==> config.mk <==
export PLATFORM = sky130hd
export DESIGN_NAME = scr4_gen
export DESIGN_NICKNAME = d
export VERILOG_FILES = /design/src/rtl/scr4_pkg.sv /design/src/rtl/scr4_lfsr.sv /design/src/rtl/scr4_hist_ext.sv /design/src/rtl/scr4_lane.sv /design/src/rtl/scr4_gen.sv
export SDC_FILE = /design/constraint.sdc
export NUM_CORES = 1
export LEC_CHECK = 0
export ABC_AREA = 1
export BUFFER_PORTS_ARGS = -buffer_cell sky130_fd_sc_hd__buf_4
export CAP_MARGIN = 15
export CORE_ASPECT_RATIO = 0.7
export CORE_MARGIN = 8
export CORE_UTILIZATION = 51
export CTS_CLUSTER_SIZE = 30
export DETAILED_ROUTE_END_ITERATION = 7
export PLACE_DENSITY = 0.8
export SYNTH_ARGS = -nofsm -noshare
export SYNTH_HDL_FRONTEND = slang
export SYNTH_SLANG_ARGS = --single-unit
==> constraint.sdc <==
create_clock -name clk -period 1.49 [get_ports clk]
set_clock_uncertainty 0.1 [all_clocks]
set_input_delay 0.3725 -clock clk [delete_from_list [all_inputs] [get_ports clk]]
set_output_delay 0.3725 -clock clk [all_outputs]
set_load 0.03 [all_outputs]
==> src/rtl/scr4_pkg.sv <==
package scr4_pkg;

    localparam int STATE_BITS   = 33;
    localparam int TAP_M_DEF    = 13;
    localparam int TAP_S_DEF    = 20;
    localparam int LANES_DEF    = 4;
    localparam int WORD_BITS    = 10;
    localparam logic [STATE_BITS-1:0] SEED_DEF = 33'h1_2345_6789;

    typedef enum logic {
        POLY_SLAVE  = 1'b0,
        POLY_MASTER = 1'b1
    } poly_e;

    typedef enum logic [1:0] {
        OP_HOLD = 2'd0,
        OP_STEP = 2'd1,
        OP_LOAD = 2'd2
    } lfsr_op_e;

    function automatic lfsr_op_e decode_op(input logic load, input logic step);
        if (load)
            return OP_LOAD;
        else if (step)
            return OP_STEP;
        else
            return OP_HOLD;
    endfunction

    function automatic logic [STATE_BITS-1:0] fix_seed(
        input logic [STATE_BITS-1:0] seed,
        input logic [STATE_BITS-1:0] dflt
    );
        return (seed == '0) ? dflt : seed;
    endfunction

endpackage

==> src/rtl/scr4_lfsr.sv <==
module scr4_lfsr
    import scr4_pkg::*;
#(
    parameter int                  W      = STATE_BITS,
    parameter int                  TAP_M  = TAP_M_DEF,
    parameter int                  TAP_S  = TAP_S_DEF,
    parameter logic [W-1:0]        DEFV   = SEED_DEF
) (
    input  logic         clk,
    input  logic         rst,
    input  logic         load,
    input  logic [W-1:0] seed,
    input  logic         step,
    input  poly_e        poly,
    output logic [W-1:0] state
);

    logic     fb;
    lfsr_op_e op;

    always_comb begin
        op = decode_op(load, step);
        if (poly == POLY_MASTER)
            fb = state[W-1] ^ state[TAP_M-1];
        else
            fb = state[W-1] ^ state[TAP_S-1];
    end

    always_ff @(posedge clk) begin
        if (rst) begin
            state <= DEFV;
        end else begin
            case (op)
                OP_LOAD: state <= fix_seed(seed, DEFV);
                OP_STEP: state <= {state[W-2:0], fb};
                default: state <= state;
            endcase
        end
    end

endmodule

==> src/rtl/scr4_hist_ext.sv <==
module scr4_hist_ext
    import scr4_pkg::*;
#(
    parameter int W      = STATE_BITS,
    parameter int TAP_M  = TAP_M_DEF,
    parameter int TAP_S  = TAP_S_DEF,
    parameter int HIST_W = 44
) (
    input  logic [W-1:0]      state,
    input  poly_e             poly,
    output logic [HIST_W-1:0] hist
);

    // Bit i is the sequence value i symbols back. Beyond the stored window
    // the recurrence x(m-33) = x(m) ^ x(m-k) rebuilds older bits.
    for (genvar i = 0; i < HIST_W; i++) begin : g_bit
        if (i < W) begin : g_direct
            assign hist[i] = state[i];
        end else begin : g_rebuilt
            localparam int M = i - W;
            logic bit_m;
            logic bit_s;
            assign bit_m = state[M] ^ state[M + TAP_M];
            assign bit_s = state[M] ^ state[M + TAP_S];
            assign hist[i] = (poly == POLY_MASTER) ? bit_m : bit_s;
        end
    end

endmodule

==> src/rtl/scr4_lane.sv <==
module scr4_lane
    import scr4_pkg::*;
#(
    parameter int WB = WORD_BITS
) (
    input  logic          clk,
    input  logic          rst,
    input  logic          load,
    input  logic          step,
    input  logic [WB-1:0] data,
    input  logic [WB:0]   mask,
    output logic [WB-1:0] word,
    output logic          sign
);

    lfsr_op_e op;
    assign op = decode_op(load, step);

    always_ff @(posedge clk) begin
        if (rst) begin
            word <= '0;
            sign <= 1'b0;
        end else if (op == OP_STEP) begin
            word <= data ^ mask[WB-1:0];
            sign <= mask[WB];
        end
    end

endmodule

==> src/rtl/scr4_gen.sv <==
module scr4_gen
    import scr4_pkg::*;
#(
    parameter int                     W      = STATE_BITS,
    parameter int                     LANES  = LANES_DEF,
    parameter int                     WB     = WORD_BITS,
    parameter int                     TAP_M  = TAP_M_DEF,
    parameter int                     TAP_S  = TAP_S_DEF,
    parameter logic [STATE_BITS-1:0]  DEFV   = SEED_DEF
) (
    input  logic                clk,
    input  logic                rst,
    input  logic                seed_load,
    input  logic [W-1:0]        seed_val,
    input  logic                step_en,
    input  logic                master_sel,
    input  logic [LANES*WB-1:0] data_i,
    output logic [LANES*WB-1:0] scr_o,
    output logic [LANES-1:0]    sign_o
);

    localparam int STRIDE = WB + 1;
    localparam int HIST_W = LANES * STRIDE;

    poly_e              poly;
    logic [W-1:0]       lfsr_state;
    logic [HIST_W-1:0]  hist;

    assign poly = master_sel ? POLY_MASTER : POLY_SLAVE;

    scr4_lfsr #(
        .W     (W),
        .TAP_M (TAP_M),
        .TAP_S (TAP_S),
        .DEFV  (DEFV[W-1:0])
    ) i_lfsr (
        .clk   (clk),
        .rst   (rst),
        .load  (seed_load),
        .seed  (seed_val),
        .step  (step_en),
        .poly  (poly),
        .state (lfsr_state)
    );

    scr4_hist_ext #(
        .W      (W),
        .TAP_M  (TAP_M),
        .TAP_S  (TAP_S),
        .HIST_W (HIST_W)
    ) i_hist (
        .state (lfsr_state),
        .poly  (poly),
        .hist  (hist)
    );

    for (genvar p = 0; p < LANES; p++) begin : g_lane
        scr4_lane #(.WB(WB)) i_lane (
            .clk  (clk),
            .rst  (rst),
            .load (seed_load),
            .step (step_en),
            .data (data_i[p*WB +: WB]),
            .mask (hist[p*STRIDE +: STRIDE]),
            .word (scr_o[p*WB +: WB]),
            .sign (sign_o[p])
        );
    end

endmodule

-- Yosys cells after proc, flatten, opt, wreduce, memory -nomap -nowiden
Cells that the tools add are included.
- reduce and logical (&&, ||, !) cells: 2
- equality and inequality tests: 2
- muxes and demuxes: 17
- bitwise gates (word level): 28
- operators by type and width (operator ; count):
    33-bit one-hot mux with 2 select lines ; 1
    10-bit bitwise XOR ; 4
    33-bit zero test ; 1
    33-bit 2-to-1 mux ; 1
    1-bit bitwise XOR ; 24
    1-bit 2-to-1 mux ; 14
    2-bit by 1-bit == test with 1-bit output (second input constant) ; 1
    2-bit == test (second input constant) ; 1
    2-bit 2-to-1 mux ; 1
    2-bit nonzero test ; 1
- word-level logic and storage cells: 58
- input bits: 78
- flip-flop bits (word level): 77
- output and inout bits: 44

-- Depth between registers and ports, before layout
Gate-level depths: netlist (run 1).
- depth in word-level cells: 4
- mapped depth: 10
- gate-level depth less buffers: 9

-- Modules after synthesis
From an unflattened synthesis (run 1), not the netlist that was laid out.
- cells, all modules: 883
- area, all modules: 4949.7 µm²
- by module, submodules not included (module ; seq. area each (µm²) ; cells each ; area an instance (µm²) ; instances):
    scr4_lane ; 220.2 ; 119 ; 641.9 ; 4
    scr4_lfsr ; 660.6 ; 263 ; 1667.8 ; 1
    scr4_hist_ext ; 0.0 ; 144 ; 714.4 ; 1

-- Worst setup path before layout (run 1)
Ideal clock, no wire load.
- path type: input-to-reg
- start: input seed_val[31]
- end: register i_lfsr.state[14]
- arrival: 1.151 ns
- library setup time: 0.060 ns
- path buffers: 1
- stages: 10
- setup slack: 0.179 ns
- required time: 1.330 ns
- cell sequence: nor2_1 > nand2_1 > nor2_1 > nand2_1 > nor2_1 > nand2_1 > buf_6 > nand2_1 > nand2_1 > nand2_1
- cells in the longest elaborated chain, start to end: 3
- RTL lines (what ; line ; RTL):
    from (decl) ; scr4_gen.sv:14 ; input logic [W-1:0] seed_val,
    33-bit zero test ; scr4_pkg.sv:34 ; return (seed == '0) ? dflt : seed;
    33-bit 2-to-1 mux ; scr4_pkg.sv:34 ;
    33-bit one-hot mux with 2 select lines ; scr4_lfsr.sv:33 ; case (op)
    to (signal assigned) ; scr4_lfsr.sv:34 ; OP_LOAD: state <= fix_seed(seed, DEFV);
    to (signal assigned) ; scr4_lfsr.sv:35 ; OP_STEP: state <= {state[W-2:0], fb};
    to (signal assigned) ; scr4_lfsr.sv:36 ; default: state <= state;
    to (decl) ; scr4_lfsr.sv:15 ; output logic [W-1:0] state
No other way between the ends.
A chain may end at the register's enable or synchronous reset.

-- Final worst setup path (run 1)
- start: register i_lfsr.state[22]
- end: register g_lane[3].i_lane.word[2]
- cells in the longest elaborated chain, start to end: 3
- RTL lines (what ; line ; RTL):
    1-bit bitwise XOR ; scr4_hist_ext.sv:24 ; assign bit_s = state[M] ^ state[M + TAP_S];
    1-bit 2-to-1 mux ; scr4_hist_ext.sv:25 ; assign hist[i] = (poly == POLY_MASTER) ? bit_m : bit_s;
    10-bit bitwise XOR ; scr4_lane.sv:24 ; word <= data ^ mask[WB-1:0];
    to (signal assigned) ; scr4_lane.sv:24 ;
    to (decl) ; scr4_lane.sv:12 ; output logic [WB-1:0] word,
No other way between the ends.

==> results of run 1 <==
## cell families after synthesis
group / after synthesis / share of synthesized area (%)
compound gates: 119 / 19.4
flops: 77 / 41.2
buf+inv: 93 / 11.0
simple gates: 163 / 16.8
xor+xnor: 50 / 11.7
## power breakdown
group	internal, mW	leakage [nW]	switching, mW
combinational	0.551	1.78	0.631
sequential	2.21	0.638	0.135
clock	0.865	0.102	0.792
## final cells by class
cell class	count	share of cell area, %
inverters	60	4.40
clock buffers	11	2.96
clock inverters	5	1.15
flip-flops and latches	77	30.1
repair buffers	155	24.0
multi-input cells	332	35.0
well taps	98	2.40
## how the worst min path moves through the flow
stage | startpoint | end | slack [ns] | cells after the start
final | data_i[23] | g_lane[2].i_lane.word[3]$_SDFFE_PP0P_ | 0.19 | 3
after global placement | g_lane[1].i_lane.sign$_SDFFE_PP0P_ | g_lane[1].i_lane.sign$_SDFFE_PP0P_ | 0.37 | 2
after floorplan | g_lane[1].i_lane.sign$_SDFFE_PP0P_ | g_lane[1].i_lane.sign$_SDFFE_PP0P_ | 0.34 | 2
after global routing | data_i[23] | g_lane[2].i_lane.word[3]$_SDFFE_PP0P_ | 0.19 | 3
after detailed placement | g_lane[1].i_lane.sign$_SDFFE_PP0P_ | g_lane[1].i_lane.sign$_SDFFE_PP0P_ | 0.37 | 2
after CTS | seed_val[24] | i_lfsr.state[24]$_SDFFE_PP1P_ | 0.18 | 5
## registers in the layout (all words and copies together), names as in the netlist
register and cells:
g_lane.i_lane.sign 4, i_lfsr.state 33, g_lane.i_lane.word 40
## worst max-delay path: stages (launching register included)
cell and delay (ns):
dfxtp_1 0.51, inv_1 0.10, o21ai_1 0.15, xor2_1 0.20, nand2_1 0.07, o211ai_1 0.09
inv_1 0.05
## routing by layer
| layer | share of wire [%] | wire length [µm] | vias up | GRT usage [%] |
|---|---|---|---|---|
| li1 | - | - | 1880 | - |
| met5 | 0 | 0 | - | 0 |
| met3 | 9.3 | 1110 | 17 | 7.21 |
| met1 | 45 | 5400 | 1720 | 30.1 |
| met2 | 44 | 5210 | 172 | 36.7 |
| met4 | 1.4 | 162 | 0 | 6.97 |
## synth_stat cells, drive strengths merged (9+ instances only)
master  count
clkbuf      9
xor2        9
nor2       36
inv        60
o21ai      49
a221oi     13
nand2     119
buf        24
xnor2      41
o211ai     15
dfxtp      77
a21oi      32
==> metrics.txt, run 1 <==
Num CTS Buffers=9; cells after synthesis=502; CP required=1.64 ns; Die ar.=roughly 10000 µm²; area of placed instances=4900 µm²; CTS sink cnt=77; vias in the first global route=3850; ys flop type=dfxtp_1; fmax=0.726 GHz; clk buf depth=2; Post-synth EDFFs=0; LEAKAGE=around 2.5 nW; R2R depth=6; FF+latch area=1540 µm²; placed insts=722; Post-route DRC=0; Crit Path Category=reg2reg; Detail Route Antenna Nets=0; std cell rows=26; Post-CTS Setup Inserts=0; Core Box Area=between 7000 and 8000 µm²; Core Util, Final=71.1%; WL/cell=16.1 µm; worst vdd ir=0.457 mV; CTS resizes=0; Layout Cells excl Fill=~740; clock-pin slew on the worst setup and hold paths=0.08 ns; endpoint class of the critical path=register; total global routing overflow=0; via count=3789; max-slew violations=0; total track usage=23.3%; DR vias/cell=~5.1; first-pass GRT wire length=19300 µm; CTS tree=done; outcome=finished, final reports clean; Design Area, Final=5110 µm²; CP arrival=1.52 ns; post-synth top area share=41.2%; Reg2Reg Setup Slack=0.11 ns; io pins=122; top cells by area, synth=dfxtp_1 (41%), nand2_1 (12%), xnor2_1 (9.6%); Syn. warnings=0; leading area contributor after synthesis=dfxtp_1; RSZ-0062 raised after global routing=false; Startpoint Class=register; crit-path max FO=4; port bufs=approximately 120; Final Total Pwr=5.18 mW; commonest non-fill, non-tap cell in the layout=buf_4; Post-Syn Area=around 3700 µm²; final setup margin=0.112 ns; DP HPWL=9170 µm; Post-Route WL=11900 µm; cts hold-fix bufs=0; crit path to=g_lane[3].i_lane.word[2]$_SDFFE_PP0P_; Fillers=644; Synth cell types=24; worst slew pin tran=between 0.3 and 0.4 ns; Starting DRT DRC Count=315; Tcrit/Tclk final=92.5%; CP Launch Point=i_lfsr.state[22]$_SDFFE_PP1P_; layout cells sized above 1=27.7%; RR Endpoint=g_lane[3].i_lane.word[2]$_SDFFE_PP0P_; Yosys reg bits=77; Layout area overhead=36.7%; diode count=0; post-synthesis sequential area ratio=41.2%; syn_area_per_cell=7.45 µm²; setup TNS=0 ns; drt pass-1 iters=5; asr flop ratio synth=0%; die height=~90 µm; area of the multi-input gates=1790 µm²; maxcap violations=0; pre-CTS WS=-0.183 ns; Cell Pwr Density=1010 nW/µm²; RR Startpoint=i_lfsr.state[22]$_SDFFE_PP1P_; commonest non-fill, non-tap cells in the layout=buf_4 (150), nand2_1 (118), dfxtp_1 (77), inv_1 (58), xnor2_1 (41); CTS root buf=clkbuf_8; # setup viols final=0; initial antenna violation count=0; Hold Worst Slack=between 0.15 and 0.2 ns; Max-slew headroom=79.3%; final net count=713; H-tree levels=3; largest net degree at the start of global routing=34; Initial Util=52.0%; routability cong.=0.879; syn nets=580; Die W=118 µm; Final Hold Fails=0; fin crit period=1.38 ns; worst hold path class=in2reg; clock latency on the worst-skew pair=0.35 ns
No activity file was read; power rests on OpenSTA's default activity.
==> inputs of run 2 (changes only) <==
==> constraint.sdc (replaced) <==
create_clock -name clk -period 1.49 [get_ports clk]
set_clock_uncertainty 0.1 [all_clocks]
set_input_delay 0.447 -clock clk [delete_from_list [all_inputs] [get_ports clk]]
set_output_delay 0.447 -clock clk [all_outputs]
set_load 0.03 [all_outputs]
==> run 2 against run 1 <==
Routed wire length up 0.80%. Via count up 2.1%. Critical path type is now reg2out. Sequential cell count unchanged. Cell count up 0.81%. Register-to-register slack better by 0.03 ns. Global-route usage down 0.085 points. Worst hold slack better by 0.070 ns.
==> metrics.txt, run 2 (synthesized netlist as in run 1, its figures left out) <==
placed insts=728 (+0.83%); Startpoint Class=register; LEAKAGE=2.56 nW (+1.3%); commonest non-fill, non-tap cell in the layout=buf_4; WL/cell=16.1 µm (about the same); WHS Path Cells=5 (+2); Starting DRT DRC Count=337 (+7.0%); total track usage=23.2% (-0.085 points); worst slew pin tran=0.362 ns (+0.0519 ns); diode count=0 (unchanged); maxcap violations=0 (unchanged); via count=3870 (+2.1%); std cell rows=26 (unchanged); R2R depth=6 (unchanged); Crit Path Category=reg2out; final net count=719 (+0.84%); Cell Pwr Density=1010 nW/µm² (-0.19%); CTS root buf=clkbuf_8; Final Total Pwr=5.22 mW (+0.76%); CTS sink cnt=77 (unchanged); Post-Route WL=12000 µm (+0.80%); drt pass-1 iters=5 (unchanged); Initial Util=52.0% (unchanged); crit-path max FO=2 (-2); first-pass GRT wire length=19400 µm (about the same); Max-slew headroom=75.9% (-3.5 points); Max stage delay cell, worst path=dfxtp_1; clk buf depth=2 (unchanged); Crit path max-delay family=flip-flops; cts hold-fix bufs=0 (unchanged); Layout area overhead=38.0%; area of placed instances=4950 µm² (+0.92%); DR vias/cell=5.20 (+1.3%); top flop regs=g_lane.i_lane.word (40), i_lfsr.state (33), g_lane.i_lane.sign (4); largest net degree at the start of global routing=34 (unchanged); DP HPWL=9100 µm (-0.79%); total global routing overflow=0 (unchanged); Core Box Area=7190 µm² (unchanged); outcome=finished, final reports clean; clock-pin slew on the worst setup and hold paths=0.09 ns (about the same); Num CTS Buffers=9 (unchanged); worst vdd ir=0.590 mV (+29%); clock latency on the worst-skew pair=0.35 ns (about the same); # setup viols final=0 (unchanged); max-slew violations=0 (unchanged); endpoint class of the critical path=output pin; vias in the first global route=3841 (-0.23%); crit path cell chain=buf_4; routability cong.=0.905 (+2.9%); commonest non-fill, non-tap cells in the layout=buf_4 (156), nand2_1 (118), dfxtp_1 (76), inv_1 (58), xnor2_1 (41); die height=87.7 µm (unchanged); layout cells sized above 1=28.9% (+1.3 points); Detail Route Antenna Nets=0 (unchanged); io pins=122 (unchanged); max reg flops=40 (unchanged); Tcrit/Tclk final=97.6% (+5.1 points); H-tree levels=3 (unchanged); worst hold path class=in2reg; fmax=0.688 GHz (-5.2%); CTS tree=done; CP required=0.94 ns (-0.70 ns); port bufs=121 (unchanged); Layout Cells excl Fill=744 (+0.81%); Levels on crit path=1 (-5); Die ar.=10400 µm² (unchanged); WP buf/inv=1 (-1); Hold Worst Slack=0.264 ns (+0.0696 ns); initial antenna violation count=0 (unchanged); Final Hold Fails=0 (unchanged); Die W=118 µm (unchanged); Post-route DRC=0 (unchanged); CP arrival=0.91 ns (-0.61 ns); crit-path max cell delay=0.37 ns (-0.14 ns); fin crit period=1.45 ns (+0.0760 ns); largest reg by FF count=g_lane.i_lane.word; Design Area, Final=5160 µm² (+0.95%)
## run 2: cell count changes in the layout (fill, tap and decap cells not counted)
cell        change
inv_6           +3
buf_4           +6
dfxtp_2         +1
dfxtp_1         -1
inv_8           +1
clkinvlp_4      -2
nor2_1          -3
nor2_2          +3
clkbuf_8        -2
## run 2: path summary, 6_finish.rpt
check / slack (ns) / startpoint / to
setup / recovery: 0.04 / g_lane[3].i_lane.word[7]$_SDFFE_PP0P_ / scr_o[37]
hold / removal: 0.26 / seed_val[16] / i_lfsr.state[16]$_SDFFE_PP1P_
setup reg to reg: 0.14 / i_lfsr.state[23]$_SDFFE_PP0P_ / g_lane[3].i_lane.word[3]$_SDFFE_PP0P_
hold reg to reg: 0.38 / g_lane[1].i_lane.sign$_SDFFE_PP0P_ / g_lane[1].i_lane.sign$_SDFFE_PP0P_
## run 2: timing repair
item,4_1_cts,5_1_grt
setup endpoints to repair,0,15
buffers inserted,0,0
gates resized for setup,0,4
## run 2: cell type report
class                   instances  area (µm²)
clock buffers                   9         124
clock inverters                 7        81.3
fillers                       613        2030
inverters                      60         225
multi-input cells             332        1800
flip-flops and latches         77        1540
well taps                      98         123
repair buffers                161        1270
## run 2: per-stage QoR
stage | setup slack (ns) | util, % | TNS, ns
floorplan | 0.105 | - | 0
global placement | -0.254 | 68.8 | -3.70
detailed placement | -0.299 | 68.8 | -4.86
CTS | 0.0389 | 71.7 | 0
global route | -0.0205 | 71.8 | -0.0205
finish | 0.0361 | 71.8 | 0
## run 2: routing by layer
layer | GRT usage, % | wire (µm)
met1 | 30.0 | 5470
met2 | 37.6 | 5290
met3 | 7.02 | 1120
met4 | 5.03 | 112
met5 | 0 | 0
## run 2: report_power, final
group | switching [mW] | internal (mW) | total, mW
clock | 0.873 | 0.804 | 1.68
sequential | 0.135 | 2.21 | 2.35
combinational | 0.639 | 0.560 | 1.20
total | 1.65 | 3.58 | 5.22
